### config.mk
export PLATFORM = sky130hd
export DESIGN_NAME = lru_read_cache
export DESIGN_NICKNAME = d
export VERILOG_FILES = /design/src/rtl/lru_cache_pkg.sv /design/src/rtl/lru_cache_way.sv /design/src/rtl/lru_cache_repl.sv /design/src/rtl/lru_cache_ctrl.sv /design/src/rtl/lru_read_cache.sv
export SDC_FILE = /design/constraint.sdc
export NUM_CORES = 1
export LEC_CHECK = 0
export BUFFER_PORTS_ARGS = -buffer_cell sky130_fd_sc_hd__buf_2
export CORE_ASPECT_RATIO = 1.1
export CORE_MARGIN = 10
export CORE_UTILIZATION = 45
export CTS_CLUSTER_SIZE = 8
export DETAILED_ROUTE_END_ITERATION = 10
export GPL_TIMING_DRIVEN = 0
export PLACE_DENSITY = 0.64
export SETUP_SLACK_MARGIN = 0.4
export SYNTH_ARGS = -nofsm -noshare
export SYNTH_HDL_FRONTEND = slang
export SYNTH_HIERARCHICAL = 1
export SYNTH_SLANG_ARGS = --single-unit
### constraint.sdc
create_clock -name clk_i -period 25.3 [get_ports clk_i]
set_input_delay 0 -clock clk_i [delete_from_list [all_inputs] [get_ports clk_i]]
set_output_delay 0 -clock clk_i [all_outputs]
set_load 0.01 [all_outputs]
### src/rtl/lru_cache_pkg.sv
package lru_cache_pkg;
  typedef enum logic {
    ST_IDLE = 1'b0,
    ST_FILL = 1'b1
  } ctrl_state_e;
endpackage

### src/rtl/lru_cache_way.sv
module lru_cache_way #(
  parameter int TAG_W  = 28,
  parameter int DATA_W = 32,
  parameter int SET_W  = 2
) (
  input  logic              clk_i,
  input  logic              rst_ni,
  input  logic [SET_W-1:0]  set_i,
  input  logic [TAG_W-1:0]  tag_i,
  input  logic              wr_en_i,
  input  logic [DATA_W-1:0] wr_data_i,
  output logic              valid_o,
  output logic              hit_o,
  output logic [DATA_W-1:0] data_o
);
  localparam int SETS = 1 << SET_W;

  logic [SETS-1:0]   valid_q;
  logic [TAG_W-1:0]  tag_q  [SETS];
  logic [DATA_W-1:0] data_q [SETS];

  always_ff @(posedge clk_i or negedge rst_ni) begin
    if (!rst_ni)      valid_q <= '0;
    else if (wr_en_i) valid_q[set_i] <= 1'b1;
  end

  always_ff @(posedge clk_i) begin
    if (wr_en_i) begin
      tag_q[set_i]  <= tag_i;
      data_q[set_i] <= wr_data_i;
    end
  end

  assign valid_o = valid_q[set_i];
  assign hit_o   = valid_q[set_i] && (tag_q[set_i] == tag_i);
  assign data_o  = data_q[set_i];

  p_fill_valid_r7: assert property (@(posedge clk_i) disable iff (!rst_ni)
    wr_en_i |=> valid_q[$past(set_i)]);
endmodule

### src/rtl/lru_cache_repl.sv
module lru_cache_repl #(
  parameter int SET_W = 2
) (
  input  logic             clk_i,
  input  logic             rst_ni,
  input  logic [SET_W-1:0] set_i,
  input  logic             upd_i,
  input  logic             way_i,
  output logic             lru_o
);
  localparam int SETS = 1 << SET_W;

  logic [SETS-1:0] lru_q;

  // bit names the least recently used way
  always_ff @(posedge clk_i or negedge rst_ni) begin
    if (!rst_ni)    lru_q <= '0;
    else if (upd_i) lru_q[set_i] <= ~way_i;
  end

  assign lru_o = lru_q[set_i];

  p_lru_way0_r4: assert property (@(posedge clk_i) disable iff (!rst_ni)
    (upd_i && !way_i) |=> lru_q[$past(set_i)]);
  p_lru_way1_r4: assert property (@(posedge clk_i) disable iff (!rst_ni)
    (upd_i && way_i) |=> !lru_q[$past(set_i)]);
endmodule

### src/rtl/lru_cache_ctrl.sv
module lru_cache_ctrl
  import lru_cache_pkg::*;
#(
  parameter int WA_W   = 30,
  parameter int DATA_W = 32
) (
  input  logic              clk_i,
  input  logic              rst_ni,
  input  logic              req_i,
  input  logic [WA_W-1:0]   waddr_i,
  input  logic              hit_i,
  input  logic              hit_way_i,
  input  logic [DATA_W-1:0] hit_data_i,
  input  logic              valid0_i,
  input  logic              valid1_i,
  input  logic              lru_i,
  input  logic              mem_ready_i,
  input  logic [DATA_W-1:0] mem_rdata_i,
  output logic [WA_W-1:0]   look_addr_o,
  output logic              upd_o,
  output logic              upd_way_o,
  output logic              fill_o,
  output logic              mem_req_o,
  output logic [WA_W-1:0]   mem_addr_o,
  output logic              ready_o,
  output logic              hit_o,
  output logic              miss_o,
  output logic [DATA_W-1:0] rdata_o
);
  ctrl_state_e state_q, state_d;
  logic [WA_W-1:0] addr_q;
  logic accept, hit_acc, victim;

  assign accept  = (state_q == ST_IDLE) && req_i;
  assign hit_acc = accept && hit_i;
  assign fill_o  = (state_q == ST_FILL) && mem_ready_i;
  // invalid way first, way 0 preferred, else the LRU way
  assign victim  = !valid0_i ? 1'b0 : (!valid1_i ? 1'b1 : lru_i);

  assign upd_o       = hit_acc || fill_o;
  assign upd_way_o   = fill_o ? victim : hit_way_i;
  assign look_addr_o = (state_q == ST_IDLE) ? waddr_i : addr_q;
  assign mem_req_o   = (state_q == ST_FILL);
  assign mem_addr_o  = addr_q;

  always_comb begin
    state_d = state_q;
    unique case (state_q)
      ST_IDLE: if (accept && !hit_i) state_d = ST_FILL;
      ST_FILL: if (mem_ready_i)      state_d = ST_IDLE;
      default: state_d = ST_IDLE;
    endcase
  end

  always_ff @(posedge clk_i or negedge rst_ni) begin
    if (!rst_ni) begin
      state_q <= ST_IDLE;
      addr_q  <= '0;
      ready_o <= 1'b0;
      hit_o   <= 1'b0;
      miss_o  <= 1'b0;
      rdata_o <= '0;
    end else begin
      state_q <= state_d;
      if (accept) addr_q <= waddr_i;
      ready_o <= hit_acc || fill_o;
      hit_o   <= hit_acc;
      miss_o  <= fill_o;
      if (fill_o)       rdata_o <= mem_rdata_i;
      else if (hit_acc) rdata_o <= hit_data_i;
    end
  end

  p_hit_resp_r5: assert property (@(posedge clk_i) disable iff (!rst_ni)
    hit_acc |=> (ready_o && hit_o && !mem_req_o));
  p_fill_resp_r6: assert property (@(posedge clk_i) disable iff (!rst_ni)
    fill_o |=> (ready_o && miss_o && rdata_o == $past(mem_rdata_i)));
  p_mem_hold_r6: assert property (@(posedge clk_i) disable iff (!rst_ni)
    (mem_req_o && !mem_ready_i) |=> (mem_req_o && $stable(mem_addr_o)));
  p_ignore_in_fill_r8: assert property (@(posedge clk_i) disable iff (!rst_ni)
    (mem_req_o && !mem_ready_i) |=> !ready_o);
  p_ready_pulse_r10: assert property (@(posedge clk_i) disable iff (!rst_ni)
    ready_o |=> !ready_o);
endmodule

### src/rtl/lru_read_cache.sv
module lru_read_cache #(
  parameter int ADDR_W = 32,
  parameter int DATA_W = 32,
  parameter int SET_W  = 2
) (
  input  logic              clk_i,
  input  logic              rst_ni,
  input  logic              req_i,
  input  logic [ADDR_W-1:0] addr_i,
  output logic [DATA_W-1:0] rdata_o,
  output logic              ready_o,
  output logic              hit_o,
  output logic              miss_o,
  output logic              mem_req_o,
  output logic [ADDR_W-3:0] mem_addr_o,
  input  logic [DATA_W-1:0] mem_rdata_i,
  input  logic              mem_ready_i
);
  localparam int WA_W  = ADDR_W - 2;
  localparam int TAG_W = WA_W - SET_W;
  localparam int WAYS  = 2;

  logic [WA_W-1:0]   look_addr;
  logic [SET_W-1:0]  set_idx;
  logic [TAG_W-1:0]  tag;
  logic [WAYS-1:0]   way_hit, way_valid;
  logic [DATA_W-1:0] way_data [WAYS];
  logic [DATA_W-1:0] hit_data;
  logic upd, upd_way, fill, lru;

  assign set_idx  = look_addr[SET_W-1:0];
  assign tag      = look_addr[WA_W-1:SET_W];
  assign hit_data = way_hit[1] ? way_data[1] : way_data[0];

  for (genvar g = 0; g < WAYS; g++) begin : g_way
    lru_cache_way #(.TAG_W(TAG_W), .DATA_W(DATA_W), .SET_W(SET_W)) u_way (
      .clk_i     (clk_i),
      .rst_ni    (rst_ni),
      .set_i     (set_idx),
      .tag_i     (tag),
      .wr_en_i   (fill && (upd_way == 1'(g))),
      .wr_data_i (mem_rdata_i),
      .valid_o   (way_valid[g]),
      .hit_o     (way_hit[g]),
      .data_o    (way_data[g])
    );
  end

  lru_cache_repl #(.SET_W(SET_W)) u_repl (
    .clk_i  (clk_i),
    .rst_ni (rst_ni),
    .set_i  (set_idx),
    .upd_i  (upd),
    .way_i  (upd_way),
    .lru_o  (lru)
  );

  lru_cache_ctrl #(.WA_W(WA_W), .DATA_W(DATA_W)) u_ctrl (
    .clk_i       (clk_i),
    .rst_ni      (rst_ni),
    .req_i       (req_i),
    .waddr_i     (addr_i[ADDR_W-1:2]),
    .hit_i       (|way_hit),
    .hit_way_i   (way_hit[1]),
    .hit_data_i  (hit_data),
    .valid0_i    (way_valid[0]),
    .valid1_i    (way_valid[1]),
    .lru_i       (lru),
    .mem_ready_i (mem_ready_i),
    .mem_rdata_i (mem_rdata_i),
    .look_addr_o (look_addr),
    .upd_o       (upd),
    .upd_way_o   (upd_way),
    .fill_o      (fill),
    .mem_req_o   (mem_req_o),
    .mem_addr_o  (mem_addr_o),
    .ready_o     (ready_o),
    .hit_o       (hit_o),
    .miss_o      (miss_o),
    .rdata_o     (rdata_o)
  );

  p_one_hit_r3: assert property (@(posedge clk_i) disable iff (!rst_ni)
    $onehot0(way_hit));
  p_reset_quiet_r9: assert property (@(posedge clk_i)
    !rst_ni |-> (!ready_o && !mem_req_o));
endmodule

* Yosys cells after proc, flatten, opt, wreduce, memory -nomap -nowiden
Memory sizes are Yosys's and may differ from the RTL's.
Index checks and enable logic that the tools add are counted.
Widths: inputs -> output; s select.
** Storage, ports and cells
- Bits in registers :: 78
- Bits in writable memories :: 480
- Input bits :: 68
- Output and inout port bits :: 66
- Word-level logic and storage cells :: 57
- Memories :: 4
** Operators by class
- Order comparisons :: 2
- Equal/unequal tests :: 2
- Multiplexer cells :: 23
- Bitwise operators :: 4
- Reduce and logical (&&, ||, !) cells :: 13
** Memories
- g_way[0].u_way.data_q :: depth 4, bits a word 32, read ports 1, clocked after Yosys merged registers in 0, write ports 1, line lru_cache_way.sv:20 : logic [DATA_W-1:0] data_q [SETS];
- g_way[1].u_way.data_q :: depth 4, bits a word 32, read ports 1, clocked after Yosys merged registers in 0, write ports 1, line lru_cache_way.sv:20
- g_way[0].u_way.tag_q :: depth 4, bits a word 28, read ports 1, clocked after Yosys merged registers in 0, write ports 1, line lru_cache_way.sv:19 : logic [TAG_W-1:0] tag_q [SETS];
- g_way[1].u_way.tag_q :: depth 4, bits a word 28, read ports 1, clocked after Yosys merged registers in 0, write ports 1, line lru_cache_way.sv:19
** Operators by type and width (number)
- $mux 32 :: 3
- $eq 28x28->1 :: 2
- $mux 30 :: 1
- $mux 1 :: 13
- $logic_and 1x1->1 :: 9
- $or 4x4->4 :: 2
- $bmux 1 s2 :: 3
- $bwmux 4 :: 1
- $lt 2x3->1 const B :: 1
- $demux 1 s2 :: 1
- $ge 2x1->1 const B :: 1
- $not 1->1 :: 2
- $pmux 1 s2 :: 1
- $reduce_bool 2->1 :: 1
- $reduce_or 2->1 :: 1
- $logic_not 1->1 :: 1
- $logic_or 1x1->1 :: 1

* Longest topological paths before layout
Gate-level depths: netlist of run 1.
- Depth after elaboration :: 10
- Depth in mapped cells :: 20
- Gate-level depth less buffers :: 12

* Hierarchy
Netlist of run 1, hierarchy kept.
** Modules (own cells, without submodules)
- lru_cache_way :: instances 2, cells an instance 414, area each 9439.1 µm², seq. area each 7307.0 µm²
- lru_cache_ctrl :: instances 1, cells an instance 298, area each 3931.3 µm², seq. area each 1651.6 µm²
- lru_read_cache :: instances 1, cells an instance 39, area each 559.3 µm², seq. area each 0.0 µm²
- lru_cache_repl :: instances 1, cells an instance 16, area each 201.4 µm², seq. area each 100.1 µm²

* Worst setup path before layout of run 1
No wires, ideal clock.
- Kind :: register to register
- Start :: register u_ctrl.state_q, in the netlist u_ctrl/mem_req_o
- End :: register g_way[1].u_way.valid_q[0]
- Library setup time :: 92 ps
- Data arrival time :: 8098 ps
- Required time :: 25208 ps
- Setup slack :: 17110 ps
- Stages on the path, launching flop included :: 16
- Period minus slack after synthesis :: 8190 ps
- Cells stage by stage :: dfrtp_1 > buf_4 > buf_2 > mux2_2 > buf_6 > buf_12 > mux4_2 > xnor2_1 > nand4_1 > a2111oi_2 > and4b_1 > a21boi_0 > a31o_2 > and2_1 > nor3b_1 > or2_2
** Between the ends
- Elaborated cells between the ends (all ways) :: 21
** RTL lines
- from (decl) :: line lru_cache_ctrl.sv:30 : ctrl_state_e state_q, state_d;
- from (signal assigned) :: line lru_cache_ctrl.sv:64 : state_q <= state_d;
- $mux 30 (*) :: line lru_cache_ctrl.sv:42 : assign look_addr_o = (state_q == ST_IDLE) ? waddr_i : addr_q;
- net look_addr[0] :: line lru_read_cache.sv:23 : logic [WA_W-1:0] look_addr;
- $mem_v2 4x28 or $bmux 1 s2 (tied branches)
- $eq 28x28->1 or $mux 1 (tied branches) :: line lru_cache_way.sv:35 : assign hit_o = valid_q[set_i] && (tag_q[set_i] == tag_i);
- $logic_and 1x1->1 (*) :: line lru_cache_way.sv:35
- net way_hit[1] :: line lru_read_cache.sv:26 : logic [WAYS-1:0] way_hit, way_valid;
- $mux 1 (*) :: line lru_cache_ctrl.sv:41 : assign upd_way_o = fill_o ? victim : hit_way_i;
- net upd_way :: line lru_read_cache.sv:29 : logic upd, upd_way, fill, lru;
- $logic_and 1x1->1 (*) :: line lru_read_cache.sv:41 : .wr_en_i (fill && (upd_way == 1'(g))),
- to (signal assigned) :: line lru_cache_way.sv:23 : if (!rst_ni) valid_q <= '0;
- to (signal, indexed assignment) :: line lru_cache_way.sv:24 : else if (wr_en_i) valid_q[set_i] <= 1'b1;
- to (decl) :: line lru_cache_way.sv:18 : logic [SETS-1:0] valid_q;
The timed path passes the listed nets; every way through them passes the cells marked *. The select of a mux whose other input is x is not followed.
A chain may end at the register's enable or synchronous reset.

* Worst setup path in the final report of run 1
- Start :: register u_ctrl.state_q, in the netlist u_ctrl/mem_req_o
- End :: memory g_way[1].u_way.data_q[0][8], enable pin
** Between the ends
- Elaborated cells between the ends (all ways) :: 17
** RTL lines
- $mux 30 (*) :: line lru_cache_ctrl.sv:42
- net look_addr[1] :: line lru_read_cache.sv:23
- $mem_v2 4x28 or $bmux 1 s2 (tied branches)
- $eq 28x28->1 or $mux 1 (tied branches) :: line lru_cache_way.sv:35
- $logic_and 1x1->1 (*) :: line lru_cache_way.sv:35
- net way_hit[1] :: line lru_read_cache.sv:26
- $mux 1 (*) :: line lru_cache_ctrl.sv:41
- net upd_way :: line lru_read_cache.sv:29
- $logic_and 1x1->1 (*) :: line lru_read_cache.sv:41
- $mux 1 (*) :: line lru_cache_way.sv:28 : if (wr_en_i) begin
- $mux 1 (not written as such) (*) :: line lru_cache_way.sv:30 : data_q[set_i] <= wr_data_i;
- to (decl) :: line lru_cache_way.sv:20
Marked as above.

==> run summary, run 1 <==
met3 WL - 3036 um
Worst setup SP type - flip-flop
vias - 12,630
max layer used - met4
initial antenna violation count - 0
CTS Root Cell - clkbuf_16
CTS resizes - 0
Tcrit/Tclk final - 0.2377
die height - 260.0 um
Worst Setup End Kind - flip-flop
Slew Limit Fails - 0
Post-DP HPWL - 35,690 um
clock transition at the registers of the reported paths - 0.05 ns
I/O Pins - 134
CTS tree - done
post-route ant nets - 0
ys flop type - edfxtp_1
first-pass GRT wire length - 85,010 um
CTS max path bufs - 3
Peak VDD IR - 82.06 uV
Crit Path Category - flip-flop to flip-flop
met2 WL - 27,260 um
Tmin final - 6.013 ns
All-Layer GR Usage - 0.1812
number of synthesized register bits - 558
CP required - 25.60 ns
wire length on met1 - 24,180 um
syn_area_per_cell - 19.96 sq um
PwrDens - 89.05 mW/mm^2
Fmax - 0.1663 GHz
drt drc - 0
RD Place Congestion - 0.8224
largest net degree at the start of global routing - 58
final setup vio count - 0
total power - 0.002546 W
status - finished clean
Worst Tran Pin Value - 0.9163 ns
initial DRC count - 1,002
cell count after synthesis - 1,181
top cells by count, synth - edfxtp_1, mux4_2, dfrtp_1
Initial Util - 0.4568
drt first pass iters - 7
clock skew - 0.02766 ns
nets@finish - 1,554
count leader, synth - edfxtp_1
CTS sink count - 558
Synth area leader - edfxtp_1
Final Hold Fails - 0
DIE AREA - 0.06194 sq mm
Synth area leaders - edfxtp_1, dfrtp_1, mux4_2
Yosys top cell area share - 0.6115
maxcap violations - 0
Worst-Skew Late Latency - 0.60 ns
Seq/Total Area, Yosys - 0.6943
final WL - 55,800 um
drt wl/cell - 25.19 um
layout cells sized above 1 - 0.3618
grt total ovfl - 0
yosys warns - 6
number of synthesized flops with an enable pin - 480
CP arrival - 6.31 ns
vias in the first global route - 13,450
CP Max Fanout - 16
vias per cell - 5.700
async set or reset register ratio after synthesis - 0.1398
Syn-to-layout area delta - 21.29%
overall die width - 238.2 um
core area - 0.05160 sq mm
cell row count - 87
RSZ-0062 raised after global routing - false
leakage power - 10.25 nW
setup_tns - 0 ns
CTS H-tree lvls - 3
Slew HR - 0.3891
Syn Nets - 1,249
TritonCTS Buffers - 79
cell area after synthesis - 0.02357 sq mm
worst reg2reg setup slack - 19.29 ns
Port Buf Inserts - 130
n_diodes - 0
HP Class - input port to flip-flop
Unique masters post-synth - 55
-- critical path, stage by stage (launching register included) --
cell and delay (ns):
dfrtp_1 0.49, buf_4 0.29, buf_2 0.34, mux2_2 0.48
buf_1 0.57, mux4_1 0.42, xnor2_1 0.24, nand4_1 0.27
a2111oi_2 0.34, and4b_1 0.39, a21boi_0 0.21, a31o_2 0.20
and2_1 0.21, nor3b_2 0.70, buf_8 0.24, buf_6 0.15
buf_6 0.15
-- cells in the final DEF, fill, tap and decap left out, drive strengths merged, types with 3 or more instances in the layout --
cell         synthesis  layout
and4bb              32      32
inv                 22      23
nand4                8       8
nor2                 4       4
a21oi               36      36
and3                 4       4
nand3b               3       3
o21ai                4       4
nor3b                3       3
xnor2               26      26
a31oi                3       3
o22ai                5       5
and3b               32      32
or2                  9       9
clkbuf              14     155
mux4               103     103
nand2               10      10
a211oi              34      34
o221ai              12      12
nand2b               6       6
dfrtp               78      78
mux2               104     104
dlygate4sd3          0      66
a2111oi              4       4
xor2                12      12
mux2i               51      51
buf                 55     213
edfxtp             480     480
-- metrics by stage --
stage	std cells	hold slack (ns)	setup slack (ns)	instance area (sq um)	utilization
CTS	2215	0.03694	19.27	28590	0.5541
global placement	1978	0.2464	10.58	25060	0.4856
global route	2215	0.07205	18.98	28590	0.5541
finish	2215	0.08043	19.29	28590	0.5541
detailed placement	2005	-0.05808	19.31	25570	0.4955
floorplan	1181	-0.2956	17.11	23570	-
-- metal layers --
metal / GRT usage / up-vias
met3: 0.03872 / 90
met2: 0.2966 / 398
met5: 0 / -
met4: 0.05396 / 0
met1: 0.2397 / 6635
li1: - / 5502
-- sequential cells by signal, indices dropped and copies added, names as in the netlist --
| signal | flops |
|---|---|
| u_repl/lru_q | 4 |
| u_ctrl/miss_o | 1 |
| u_ctrl/rdata_o | 32 |
| u_ctrl/hit_o | 1 |
| u_ctrl/mem_req_o | 1 |
| g_way.u_way/valid_q | 8 |
| g_way.u_way/tag_q | 224 |
| g_way.u_way/data_q | 256 |
| u_ctrl/mem_addr_o | 30 |
| u_ctrl/ready_o | 1 |
-- timing repair --
item                                   4_1_cts  5_1_grt
setup endpoints to repair                    0        0
setup buffers                                0        0
hold buffers                                67        0
endpoints found under the hold margin      588        0
-- cell families (layout without fill, tap and decap cells) --
logic type                Yosys count  after routing  share of synthesized area
AOI/OAI and AO/OA                 115            115                    0.04066
xor gates and xnor gates           38             38                    0.01412
buffers and inverters              91            458                    0.02468
DFF                               558            558                     0.6943
muxes                             258            258                     0.1825
and+or+nand+nor                   121            121                    0.04369
-- area by class of cell --
type / count / area (sq um)
well taps: 667 / 834.6
repair buffers: 224 / 1798
clock buffers: 141 / 2316
plain buffers: 69 / 499.2
fillers: 4011 / 23010
multi-input cells: 532 / 6668
clock inverters: 2 / 25.02
inverters: 22 / 82.58
flip-flops and latches: 558 / 16370
-- worst paths after layout --
kind	startpoint	to	cells after the start
max reg2reg	u_ctrl/mem_req_o$_DFF_PN0_	g_way[1].u_way/data_q[0][8]$_DFFE_PP_	16
min	mem_ready_i	u_ctrl/rdata_o[11]$_DFFE_PN0P_	3
max	u_ctrl/mem_req_o$_DFF_PN0_	g_way[1].u_way/data_q[0][8]$_DFFE_PP_	16
max in group asynchronous	rst_ni	u_ctrl/mem_addr_o[17]$_DFFE_PN0P_	4
min reg2reg	g_way[1].u_way/valid_q[1]$_DFFE_PN0P_	g_way[1].u_way/valid_q[1]$_DFFE_PN0P_	1
min in group asynchronous	rst_ni	u_ctrl/rdata_o[11]$_DFFE_PN0P_	4
-- where the power goes --
part,switching (W),leakage [nW],internal [W],total (W)
Sequential,0.0000277,5.21,0.00108,0.00111
Clock,0.000371,1.11,0.000613,0.000983
Combinational,0.000242,3.93,0.000212,0.000455
Total,0.000641,10.3,0.00191,0.00255
(Power assumes the default switching activity.)
==> inputs of run 2 (changes only) <==
clock period = 6 ns   (was 25.3 ns; I/O delays follow)
==> run summary, run 2 (synthesized netlist as in run 1, its figures left out) <==
status - finished clean (unchanged)
vias per cell - 5.678 (was 5.700)
Regs by FF count - g_way.u_way/data_q (256), g_way.u_way/tag_q (224), u_ctrl/rdata_o (32) (unchanged)
Most flops, register - g_way.u_way/data_q (unchanged)
FF-to-FF End - g_way[1].u_way/tag_q[2][22]$_DFFE_PP_ (was g_way[1].u_way/data_q[0][8]$_DFFE_PP_)
most frequent cells in the layout - edfxtp_1, buf_2, mux4_2 (was edfxtp_1, buf_2, clkbuf_16)
M1 GR Usage - 0.2373 (was 0.2397)
Fmax - 0.1850 GHz (was 0.1663 GHz)
total power - 0.01072 W (was 0.002546 W)
met3 Use GR - 0.03681 (was 0.03872)
TritonCTS Buffers - 79 (unchanged)
CP Max Fanout - 26 (was 16)
Worst Hold End - u_ctrl/rdata_o[19]$_DFFE_PN0P_ (was u_ctrl/rdata_o[11]$_DFFE_PN0P_)
Final Hold Fails - 0 (unchanged)
Util after Layout - 0.5552 (was 0.5541)
Worst Setup End Kind - flip-flop (unchanged)
Worst Tran Pin Value - 0.8856 ns (was 0.9163 ns)
Initial Util - 0.4568 (unchanged)
final WL - 57,070 um (was 55,800 um)
DIE AREA - 0.06194 sq mm (unchanged)
CTS sink count - 558 (unchanged)
overall die width - 238.2 um (unchanged)
busiest grt layer - met2 (unchanged)
Critical-path top delay cell - mux4_2 (was nor3b_2)
die height - 260.0 um (unchanged)
PwrDens - 374.3 mW/mm^2 (was 89.05 mW/mm^2)
post-route ant nets - 0 (unchanged)
Worst R2R Path Depth - 18 (was 16)
n_diodes - 0 (unchanged)
layout cells sized above 1 - 0.3645 (was 0.3618)
largest net degree at the start of global routing - 50 (was 58)
nets@finish - 1,556 (was 1,554)
CP arrival - 5.69 ns (was 6.31 ns)
initial antenna violation count - 1 (was 0)
CTS Root Cell - clkbuf_16 (unchanged)
crit-path cells - buf_4 -> buf_4 -> mux2_4 -> buf_6 -> buf_12 -> mux4_2 -> xnor2_1 -> nand4_1 -> a2111oi_2 -> and4b_2 -> a21boi_0 -> a31o_2 -> and2_2 -> nand2_1 -> nor2_4 -> buf_16 -> buf_16 -> buf_12 (was buf_4 -> buf_2 -> mux2_2 -> buf_1 -> mux4_1 -> xnor2_1 -> nand4_1 -> a2111oi_2 -> and4b_1 -> a21boi_0 -> a31o_2 -> and2_1 -> nor3b_2 -> buf_8 -> buf_6 -> buf_6)
final setup vio count - 0 (unchanged)
drt first pass iters - 5 (was 7)
first-pass GRT wire length - 86,110 um (was 85,010 um)
cell row count - 87 (unchanged)
commonest non-fill, non-tap cell in the layout - edfxtp_1 (unchanged)
drt drc - 0 (unchanged)
vias - 12,610 (was 12,630)
Peak VDD IR - 253.3 uV (was 82.06 uV)
CTS tree - done (unchanged)
Tmin final - 5.405 ns (was 6.013 ns)
maxcap violations - 0 (unchanged)
hold depth - 3 (unchanged)
All-Layer GR Usage - 0.1844 (was 0.1812)
Slew Limit Fails - 0 (unchanged)
clock transition at the registers of the reported paths - 0.05 ns (about the same)
HP Start - mem_ready_i (unchanged)
Post-DP HPWL - 35,810 um (was 35,690 um)
Tcrit/Tclk final - 0.9009 (was 0.2377)
CTS H-tree lvls - 3 (unchanged)
clock skew - 0.02347 ns (was 0.02766 ns)
Worst-Skew Late Latency - 0.61 ns (was 0.60 ns)
Max stage delay on crit path - 0.51 ns (was 0.70 ns)
CP required - 6.29 ns (was 25.60 ns)
core area - 0.05160 sq mm (unchanged)
RD Place Congestion - 0.8125 (was 0.8224)
RSZ-0062 raised after global routing - false (unchanged)
HP Class - input port to flip-flop (unchanged)
I/O Pins - 134 (unchanged)
worst flop-to-flop path startpoint - u_ctrl/mem_req_o$_DFF_PN0_ (unchanged)
vias in the first global route - 13,680 (was 13,450)
Crit Path Category - flip-flop to flip-flop (unchanged)
Port Buf Inserts - 130 (unchanged)
Slew HR - 0.4090 (was 0.3891)
Fillers - 4,000 (was 4,011)
worst reg2reg setup slack - 0.59 ns (was 19.29 ns)
drt wl/cell - 25.71 um (was 25.19 um)
Syn-to-layout area delta - 21.55% (was 21.29%)
leakage power - 10.28 nW (was 10.25 nW)
number of flip-flops under the largest register name - 256 (unchanged)
Worst setup SP type - flip-flop (unchanged)
CTS max path bufs - 3 (unchanged)
met2 global-route usage - 0.3093 (was 0.2966)
grt total ovfl - 0 (unchanged)
initial DRC count - 972 (was 1,002)
## run 2: cell type report
class | count | area [sq um] | share of cell area
plain buffers | 69 | 503.0 | 0.01756
inverters | 22 | 82.58 | 0.002882
multi-input cells | 534 | 6709 | 0.2342
well taps | 667 | 834.6 | 0.02913
flip-flops and latches | 558 | 16370 | 0.5713
repair buffers | 224 | 1842 | 0.06429
clock buffers | 140 | 2216 | 0.07735
clock inverters | 6 | 96.34 | 0.003363
## run 2: critical path: cells and delay by family, from the launching register on
kind | cells | cell delay [ns]
and+or+nand+nor | 5 | 1.21
AOI/OAI and AO/OA | 3 | 0.80
muxes | 2 | 0.80
buffers and inverters | 7 | 1.54
xor gates and xnor gates | 1 | 0.21
DFF | 1 | 0.48
## run 2: worst max path at each step
stage,end,cells after the start,startpoint
after floorplan,g_way[0].u_way/data_q[0][0]$_DFFE_PP_,14,u_ctrl/mem_req_o$_DFF_PN0_
after global routing,g_way[1].u_way/tag_q[2][8]$_DFFE_PP_,18,u_ctrl/mem_req_o$_DFF_PN0_
after detailed placement,g_way[1].u_way/tag_q[2][22]$_DFFE_PP_,17,u_ctrl/mem_req_o$_DFF_PN0_
after global placement,g_way[0].u_way/valid_q[0]$_DFFE_PN0P_,14,u_ctrl/mem_req_o$_DFF_PN0_
final,g_way[1].u_way/tag_q[2][22]$_DFFE_PP_,18,u_ctrl/mem_req_o$_DFF_PN0_
after CTS,g_way[0].u_way/data_q[2][7]$_DFFE_PP_,17,u_ctrl/mem_req_o$_DFF_PN0_
## run 2: routing by layer
| layer | up-vias | part of all wire | wire (um) |
|---|---|---|---|
| met2 | 458 | 0.50 | 28290 |
| met4 | 2 | 0.022 | 1235 |
| met5 | - | 0.00023 | 13 |
| met3 | 96 | 0.063 | 3596 |
| met1 | 6557 | 0.42 | 23940 |
| li1 | 5493 | - | - |
## run 2: power breakdown
group / total (W) / leakage (nW) / internal, W / switching (W)
Clock: 0.00411 / 1.09 / 0.00249 / 0.00162
Combinational: 0.00194 / 3.97 / 0.000902 / 0.00104
Sequential: 0.00467 / 5.21 / 0.00455 / 0.000114
## run 2: metrics by stage
step | hold slack (ns) | instance area (sq um) | setup WS [ns] | setup TNS (ns) | std cells
floorplan | -0.2956 | 23590 | 0.1603 | 0 | 1181
global placement | 0.2472 | 25080 | -3.385 | -955.98 | 1978
detailed placement | 0.006631 | 25580 | -0.05344 | -1.590 | 1999
CTS | 0.1117 | 28610 | 0.4161 | 0 | 2217
global route | 0.1401 | 28650 | 0.4037 | 0 | 2220
finish | 0.1438 | 28650 | 0.5948 | 0 | 2220
## run 2: repair_timing
action | CTS | global route
cloned | 0 | 2
endpoints found under the setup margin | 250 | 131
hold endpoints to repair | 597 | 0
pin swaps | 1 | 2
resized for setup | 2 | 5
hold buffers | 67 | 0
buffers inserted | 5 | 1
==> inputs of run 3 (changes only) <==
GPL_TIMING_DRIVEN = default   (was 0)
PLACE_DENSITY = default   (was 0.64)
PLACE_DENSITY_LB_ADDON = 0.25   (was default)
==> run summary, run 3 (synthesized netlist as in run 1, its figures left out) <==
Most flops, register - g_way.u_way/data_q (unchanged)
Sw Share - 0.2461 (was 0.2587)
Worst setup SP type - flip-flop (unchanged)
initial antenna violation count - 0 (was 1)
share of power burned in registers - 0.441 (was 0.435)
Tcrit/Tclk final - 0.8549 (was 0.9009)
All-Layer GR Usage - 0.1674 (was 0.1844)
number of flip-flops under the largest register name - 256 (unchanged)
most frequent cells in the layout - edfxtp_1, buf_2, clkbuf_16 (was edfxtp_1, buf_2, mux4_2)
setup_tns - 0 ns (unchanged)
Port Buf Inserts - 131 (was 130)
PwrDens - 378.8 mW/mm^2 (was 374.3 mW/mm^2)
Fmax - 0.1950 GHz (was 0.1850 GHz)
Max stage delay on crit path - 0.72 ns (was 0.51 ns)
Crit Path Category - flip-flop to flip-flop (unchanged)
Slew HR - 0.3213 (was 0.4090)
CP required - 6.51 ns (was 6.29 ns)
drt drc - 0 (unchanged)
RD Place Congestion - 0.7745 (was 0.8125)
HP Class - input port to flip-flop (unchanged)
hold slack - 0.1647 ns (was 0.1438 ns)
kind of cell adding the most delay to the critical path - multiplexers (was buffers and inverters)
Worst Tran Pin Value - 1.018 ns (was 0.8856 ns)
Tmin final - 5.129 ns (was 5.405 ns)
Regs by FF count - g_way.u_way/data_q (256), g_way.u_way/tag_q (224), u_ctrl/rdata_o (32) (unchanged)
crit-path cells - mux2_8 -> mux4_1 -> xnor2_1 -> nand4_1 -> a2111oi_2 -> and4b_2 -> buf_4 -> or2_1 -> nand3b_4 -> nand2_1 -> nor3b_1 -> mux2i_1 (was buf_4 -> buf_4 -> mux2_4 -> buf_6 -> buf_12 -> mux4_2 -> xnor2_1 -> nand4_1 -> a2111oi_2 -> and4b_2 -> a21boi_0 -> a31o_2 -> and2_2 -> nand2_1 -> nor2_4 -> buf_16 -> buf_16 -> buf_12)
grt total ovfl - 0 (unchanged)
Critical-path top delay cell - mux2_8 (was mux4_2)
CTS resizes - 0 (was 2)
Internal Power - 0.007990 W (was 0.007948 W)
CTS Root Cell - clkbuf_16 (unchanged)
cell row count - 87 (unchanged)
Syn-to-layout area delta - 18.69% (was 21.55%)
clock transition at the registers of the reported paths - 0.05 ns (about the same)
Slew Limit Fails - 0 (unchanged)
vias - 12,070 (was 12,610)
CP arrival - 5.64 ns (was 5.69 ns)
Util after Layout - 0.5422 (was 0.5552)
CTS sink count - 558 (unchanged)
overall die width - 238.2 um (unchanged)
Worst-Skew Late Latency - 0.59 ns (was 0.61 ns)
DIE AREA - 0.06194 sq mm (unchanged)
Sw Pwr - 0.002608 W (was 0.002774 W)
Worst Setup End Kind - flip-flop (unchanged)
final WL - 51,140 um (was 57,070 um)
maxcap violations - 0 (unchanged)
clock power share - 0.392 (was 0.383)
leakage power - 9.962 nW (was 10.28 nW)
drt wl/cell - 23.81 um (was 25.71 um)
status - finished clean (unchanged)
initial DRC count - 733 (was 972)
TritonCTS Buffers - 79 (unchanged)
CTS tree - done (unchanged)
core area - 0.05160 sq mm (unchanged)
Post-DP HPWL - 28,290 um (was 35,810 um)
vias per cell - 5.621 (was 5.678)
CTS H-tree lvls - 3 (unchanged)
final setup vio count - 0 (unchanged)
drt first pass iters - 7 (was 5)
CP Max Fanout - 59 (was 26)
n_diodes - 0 (unchanged)
Peak VDD IR - 278.3 uV (was 253.3 uV)
CTS max path bufs - 3 (unchanged)
commonest non-fill, non-tap cell in the layout - edfxtp_1 (unchanged)
RSZ-0062 raised after global routing - false (unchanged)
multi-input logic area - 0.006711 sq mm (was 0.006709 sq mm)
CP bufs+invs - 1 (was 7)
layout cells sized above 1 - 0.3491 (was 0.3645)
clock skew - 0.02325 ns (was 0.02347 ns)
Initial Util - 0.4568 (unchanged)
Post-CTS Setup Repair Bufs - 0 (was 5)
I/O Pins - 134 (unchanged)
total power - 0.01060 W (was 0.01072 W)
die height - 260.0 um (unchanged)
largest net degree at the start of global routing - 100 (was 50)
Fillers - 4,036 (was 4,000)
Final Hold Fails - 0 (unchanged)
nets@finish - 1,487 (was 1,556)
first-pass GRT wire length - 79,750 um (was 86,110 um)
vias in the first global route - 13,260 (was 13,680)
Reg area - 0.01637 sq mm (about the same)
combinational share of power - 0.167 (was 0.181)
post-route ant nets - 0 (unchanged)
[run 3: cell types whose count changed in the layout (fill, tap and decap cells not counted), moves of 5 or more]
cell / change
buf_2: -23
clkbuf_1: -17
buf_6: -14
buf_4: +11
buf_16: -10
buf_8: -8
buf_1: -5
clkbuf_16: +5
[run 3: metal layers]
layer  GRT usage  wire [um]  up-vias
met5           0          0        -
met3     0.03692       2572       71
met4     0.05022        963        0
li1            -          -     5358
met1      0.2194      22590     6348
met2      0.2754      25010      296
[run 3: worst paths after layout]
| kind | endpoint | cells past startpoint | from | slack, ns |
|---|---|---|---|---|
| worst max-delay path | u_repl/lru_q[0]$_DFFE_PN0P_ | 12 | u_ctrl/mem_req_o$_DFF_PN0_ | 0.87 |
| worst min-delay path | u_ctrl/mem_req_o$_DFF_PN0_ | 3 | mem_ready_i | 0.16 |
| worst max register to register | u_repl/lru_q[0]$_DFFE_PN0P_ | 12 | u_ctrl/mem_req_o$_DFF_PN0_ | 0.87 |
| worst min register to register | g_way[1].u_way/valid_q[2]$_DFFE_PN0P_ | 1 | g_way[1].u_way/valid_q[2]$_DFFE_PN0P_ | 0.46 |
| max in group asynchronous | u_ctrl/mem_addr_o[8]$_DFFE_PN0P_ | 4 | rst_ni | 4.80 |
| min in group asynchronous | u_ctrl/rdata_o[4]$_DFFE_PN0P_ | 4 | rst_ni | 0.52 |
[run 3: through the flow]
stage          setup WS, ns  std cells  area [sq um]
2_1_floorplan        0.1603       1181         23590
4_1_cts              0.7805       2148         27980
5_1_grt              0.5669       2148         27980
3_3_place_gp         0.8523       1940         24960
6_report             0.8707       2148         27980
3_5_place_dp         0.8075       1940         24960
[run 3: area by class of cell]
type / count / share of cell area
inverter: 22 / 0.002952
timing repair buffer: 226 / 0.05814
sequential: 558 / 0.5851
clock buffer: 141 / 0.08314
clock inverter: 2 / 0.0008945
multi-input combinational: 532 / 0.2399
tap: 667 / 0.02983
[run 3: power groups by stage]
stage	clock network, W	logic [W]	registers, W
floorplan	0	0.00123	0.00476
global placement	0	0.00174	0.00473
detailed placement	0	0.00176	0.00474
CTS	0.00425	0.00180	0.00467
global route	0.00444	0.00192	0.00469
finish	0.00415	0.00177	0.00467
[run 3: worst min-delay path: stages]
cell     delay (ns)
buf_2          0.10
buf_4          0.34
o22ai_1        0.25
[run 3: what timing repair did]
action,in CTS,in global routing
hold buffers,65,0
setup endpoints to repair,0,0
endpoints found under the hold margin,526,0
